**config.mk**
```make
export PLATFORM = sky130hd
export DESIGN_NAME = edge_irq_ctl
export DESIGN_NICKNAME = d
export VERILOG_FILES = /design/src/rtl/eirq_pkg.sv /design/src/rtl/eirq_pin_edge.sv /design/src/rtl/eirq_bus_decode.sv /design/src/rtl/eirq_flags.sv /design/src/rtl/edge_irq_ctl.sv
export SDC_FILE = /design/constraint.sdc
export NUM_CORES = 1
export LEC_CHECK = 0
export ABC_CLOCK_PERIOD_IN_PS = 1100
export BUFFER_PORTS_ARGS = -buffer_cell sky130_fd_sc_hd__buf_2
export CORE_AREA = 4 4 41 43
export CTS_CLUSTER_SIZE = 40
export DETAILED_ROUTE_END_ITERATION = 10
export DIE_AREA = 0 0 45 47
export HOLD_SLACK_MARGIN = 0.12
export SLEW_MARGIN = 20
export SYNTH_ARGS = -nofsm -noshare
export SYNTH_HDL_FRONTEND = slang
export SYNTH_SLANG_ARGS = --single-unit
```
**constraint.sdc**
```tcl
create_clock -name clk -period 1.1 [get_ports clk]
set_input_delay 0.055 -clock clk [delete_from_list [all_inputs] [get_ports clk]]
set_output_delay 0.055 -clock clk [all_outputs]
set_load 0.1 [all_outputs]
```
**src/rtl/eirq_pkg.sv**
```systemverilog
package eirq_pkg;

  typedef struct packed {
    logic arm;
    logic disarm;
    logic clear;
  } eirq_evt_t;

  // Disarm outranks arm when both happen in one cycle.
  function automatic logic eirq_next_enable(input logic en, input eirq_evt_t e);
    if (e.disarm)   return 1'b0;
    else if (e.arm) return 1'b1;
    else            return en;
  endfunction

  // A captured edge outranks a clear in the same cycle.
  function automatic logic eirq_next_pending(input logic pend, input logic en,
                                             input logic rise, input logic clr);
    if (rise && en) return 1'b1;
    else if (clr)   return 1'b0;
    else            return pend;
  endfunction

endpackage

```
**src/rtl/eirq_pin_edge.sv**
```systemverilog
module eirq_pin_edge #(
  parameter int SYNC_STAGES = 2
) (
  input  logic clk,
  input  logic rst_n,
  input  logic pin_i,
  output logic rise_o
);
  logic [SYNC_STAGES-1:0] sync_q;
  logic                   last_q;
  logic                   synced;

  assign synced = sync_q[SYNC_STAGES-1];

  always_ff @(posedge clk or negedge rst_n) begin
    if (!rst_n) begin
      sync_q <= '0;
      last_q <= 1'b0;
    end else begin
      sync_q <= {sync_q[SYNC_STAGES-2:0], pin_i};
      last_q <= synced;
    end
  end

  assign rise_o = synced & ~last_q;

  AST_RISE_SINGLE: assert property (@(posedge clk) disable iff (!rst_n)
    rise_o |=> !rise_o);

endmodule

```
**src/rtl/eirq_bus_decode.sv**
```systemverilog
module eirq_bus_decode
  import eirq_pkg::*;
#(
  parameter int                ADDR_W  = 4,
  parameter logic [ADDR_W-1:0] ARM_OFF = 'hB,
  parameter logic [ADDR_W-1:0] CLR_OFF = 'hF
) (
  input  logic              bus_wr,
  input  logic              bus_rd,
  input  logic [ADDR_W-1:0] bus_addr,
  output eirq_evt_t         evt_o
);
  logic hit_arm;
  logic hit_clr;

  assign hit_arm      = (bus_addr == ARM_OFF);
  assign hit_clr      = (bus_addr == CLR_OFF);
  assign evt_o.arm    = bus_wr & hit_arm;
  assign evt_o.disarm = bus_rd & hit_arm;
  assign evt_o.clear  = bus_wr & hit_clr;

endmodule

```
**src/rtl/eirq_flags.sv**
```systemverilog
module eirq_flags
  import eirq_pkg::*;
(
  input  logic      clk,
  input  logic      rst_n,
  input  eirq_evt_t evt_i,
  input  logic      rise_i,
  output logic      enable_o,
  output logic      pending_o
);
  always_ff @(posedge clk or negedge rst_n) begin
    if (!rst_n) begin
      enable_o  <= 1'b0;
      pending_o <= 1'b0;
    end else begin
      enable_o  <= eirq_next_enable(enable_o, evt_i);
      pending_o <= eirq_next_pending(pending_o, enable_o, rise_i, evt_i.clear);
    end
  end

  AST_ARM_SETS_EN: assert property (@(posedge clk) disable iff (!rst_n)
    (evt_i.arm && !evt_i.disarm) |=> enable_o);
  AST_DISARM_CLRS_EN: assert property (@(posedge clk) disable iff (!rst_n)
    evt_i.disarm |=> !enable_o);
  AST_RISE_SETS_PEND: assert property (@(posedge clk) disable iff (!rst_n)
    (rise_i && enable_o) |=> pending_o);
  AST_NO_PEND_WHEN_OFF: assert property (@(posedge clk) disable iff (!rst_n)
    (!enable_o && !pending_o) |=> !pending_o);
  AST_CLR_DROPS_PEND: assert property (@(posedge clk) disable iff (!rst_n)
    (evt_i.clear && !(rise_i && enable_o)) |=> !pending_o);
  AST_EDGE_BEATS_CLR: assert property (@(posedge clk) disable iff (!rst_n)
    (evt_i.clear && rise_i && enable_o) |=> pending_o);
  AST_EN_HOLDS: assert property (@(posedge clk) disable iff (!rst_n)
    (!evt_i.arm && !evt_i.disarm) |=> $stable(enable_o));

endmodule

```
**src/rtl/edge_irq_ctl.sv**
```systemverilog
module edge_irq_ctl
  import eirq_pkg::*;
#(
  parameter int                NUM_SRC     = 2,
  parameter int                SYNC_STAGES = 2,
  parameter int                ADDR_W      = 4,
  parameter logic [ADDR_W-1:0] ARM_OFF     = 'hB,
  parameter logic [ADDR_W-1:0] CLR_OFF     = 'hF
) (
  input  logic               clk,
  input  logic               rst_n,
  input  logic [NUM_SRC-1:0] src_pin,
  input  logic               bus_wr,
  input  logic               bus_rd,
  input  logic [ADDR_W-1:0]  bus_addr,
  output logic               irq_req
);
  logic [NUM_SRC-1:0] rise_vec;
  logic               any_rise;
  eirq_evt_t          bus_evt;
  logic               irq_en;
  logic               irq_pend;

  for (genvar g = 0; g < NUM_SRC; g++) begin : g_src
    eirq_pin_edge #(.SYNC_STAGES(SYNC_STAGES)) u_edge (
      .clk    (clk),
      .rst_n  (rst_n),
      .pin_i  (src_pin[g]),
      .rise_o (rise_vec[g])
    );
  end

  assign any_rise = |rise_vec;

  eirq_bus_decode #(
    .ADDR_W  (ADDR_W),
    .ARM_OFF (ARM_OFF),
    .CLR_OFF (CLR_OFF)
  ) u_dec (
    .bus_wr   (bus_wr),
    .bus_rd   (bus_rd),
    .bus_addr (bus_addr),
    .evt_o    (bus_evt)
  );

  eirq_flags u_flags (
    .clk       (clk),
    .rst_n     (rst_n),
    .evt_i     (bus_evt),
    .rise_i    (any_rise),
    .enable_o  (irq_en),
    .pending_o (irq_pend)
  );

  assign irq_req = irq_pend & irq_en;

  AST_IRQ_CAUSE: assert property (@(posedge clk) disable iff (!rst_n)
    $rose(irq_req) |-> ($past(any_rise) || $past(bus_evt.arm)));

endmodule

```
==> results.ini <==
[outcome]
run_status=completed

[setup_path]
worstPathRequired_ns=1.04
critical_path.slowest_cell=dfrtp_1
end_kind=output port
crit_path_max_fanout=3
crit_type=reg2out
cp_cell_sequence=and2_2 > buf_12
critPathTopFamily=flip-flops
critPathMaxStageDelay_ns=0.38
critPathLaunchType=flip-flop
worst-path-buf-inv=1
cp.arrival_ns=1.00

[cells_and_area]
final_cell_area_um2=425
drive_gt1_share_pct=40.5
fillCellCount=141
antennaDiodeCount=0
area_growth_pct=63.5
nNetsFinal=49

[timing]
rsz0062_at_grt=no
fin_tns_setup_ns=0
hold_viol=0
period_share_pct=96.1
tightest_slew_ns=0.168
setup_viol=0
skew_ns=0.00300
max_slew_margin_pct=88.8
fin_hold_ws_ns=0.163
finalMaxSlewViolations=0
min_period_ns=1.06
fmax_ghz=0.946

[cts]
clockBufferDepth=2
ctsResizeCount=0
root_buffer=clkbuf_4
cts_tree=yes
htree_levels=1
clk_pin_slew_ns=0.05
clock_latency_ns=0.24
clock-sinks=8
cts_buffers=3

[route]
wl_per_cell_um=8.98
first_iter_violations=0
viasPerCell=4.00
final_antenna_net_count=0
dr.pass1.iters=1
num_vias=208
drc_errors=0
wl_um=467

[yosys]
synthCells=18
netlist_area_um2=260
ys_seq_area_share_pct=76.9
ys_warn_count=0
ys_seq_elements=8
yosysUniqueCellTypes=9
synth_nets=28
avgSynthCellArea_um2=14.5

[floorplan]
fp-row-count=13
ios=11
die_y_um=47
start_util_pct=20.0
die_w_um=45
coreArea_um2=1300
die_area_um2=2120

[grt]
grt_pass1_vias=210
gr-usage-all-layers_pct=5.10
grt_pass1_wl_um=745
antenna_found_initial=0
grt_overflow=0
grt_max_degree=9

[placement]
io_buffers=10
gp_congestion=0.660
dpl_cell_area_um2=345
dpl.hpwl_um=353

[power]
finalPower_uw=740
power.density_nw_per_um2=1740
p_leak_nw=0.209
ir_worst_vdd_uv=473

[hold_path]
hold_class=in2reg

[run]
max_cap_viol_count=0

==> metal layers <==
layer	GRT usage, %	vias to the layer above	share of wire (%)
li1	-	100	-
met1	5.14	97	40
met2	8.47	11	47
met3	1.15	0	13
met4	5.26	0	0
met5	0	-	0
==> placed cells by master, fill, tap and decap left out <==
master and count:
buf_4 1, dfrtp_1 8, and2_2 1, a21oi_1 2
and4b_1 1, nand3_1 1, dlygate4sd3_1 5, buf_12 1
and3_1 1, inv_1 2, a22o_1 1, o22ai_1 1
buf_2 9, clkbuf_4 3
==> Yosys cell counts <==
cell type / instances / share of area, %
and2_1: 1 / 2.4
a22o_1: 1 / 3.4
and3_1: 1 / 2.4
and4b_1: 1 / 3.8
nand3_1: 1 / 1.9
o22ai_1: 1 / 2.4
a21oi_1: 2 / 3.8
inv_1: 2 / 2.9
dfrtp_1: 8 / 77
==> through the flow <==
step	instances	util, %	worst slack, ns
finish	52	32.7	0.0433
global route	52	32.7	0.0121
CTS	51	32.1	0.0310
detailed placement	43	26.5	0.297
global placement	43	26.5	0.302
floorplan	18	-	0.242
==> power by group <==
part	switching, mW	internal, mW
registers	0.0110	0.320
logic	0.110	0.0891
clock network	0.0867	0.124
total	0.207	0.533
==> cell type report <==
class                      instances  area (um^2)  area share, %
inverter                           2         7.51           1.76
timing repair buffer              16          123           28.8
multi-input combinational          8         53.8           12.6
sequential                         8          200           47.1
clock buffer                       3         22.5           5.29
tap                               15         18.8           4.41
==> registers in the layout, indices dropped and copies added (netlist names) <==
register,count
u_flags.enable_o,1
g_src.u_edge.last_q,2
g_src.u_edge.sync_q,4
u_flags.pending_o,1
==> cell families after synthesis <==
family                 after synthesis  synth area share (%)
DFF                                  8                  76.9
buffers and inverters                2                  2.89
and+or+nand+nor                      4                  10.6
AOI/OAI and AO/OA                    4                  9.62
==> worst paths after layout <==
path | startpoint | to | slack, ns | depth (start not counted)
worst max-delay path | u_flags.enable_o | irq_req | 0.04 | 2
worst min register to register | g_src[1].u_edge.sync_q[0] | g_src[1].u_edge.sync_q[1] | 0.34 | 0
max in group asynchronous | rst_n | u_flags.pending_o | 0.76 | 2
worst max register to register | u_flags.enable_o | u_flags.pending_o | 0.28 | 2
min in group asynchronous | rst_n | g_src[0].u_edge.sync_q[0] | 0.18 | 2
worst min-delay path | bus_addr[2] | u_flags.pending_o | 0.16 | 3
==> worst min-delay path, stage by stage <==
cell and delay [ns]:
buf_2 0.10, nand3_1 0.07, a22o_1 0.13
==> what timing repair did <==
action                                  4_1_cts  5_1_grt
hold buffers                                  5        0
buffers inserted                              0        1
endpoints found under the setup margin        0        1
hold endpoints to repair                     11        0
(Power assumes the default switching activity.)
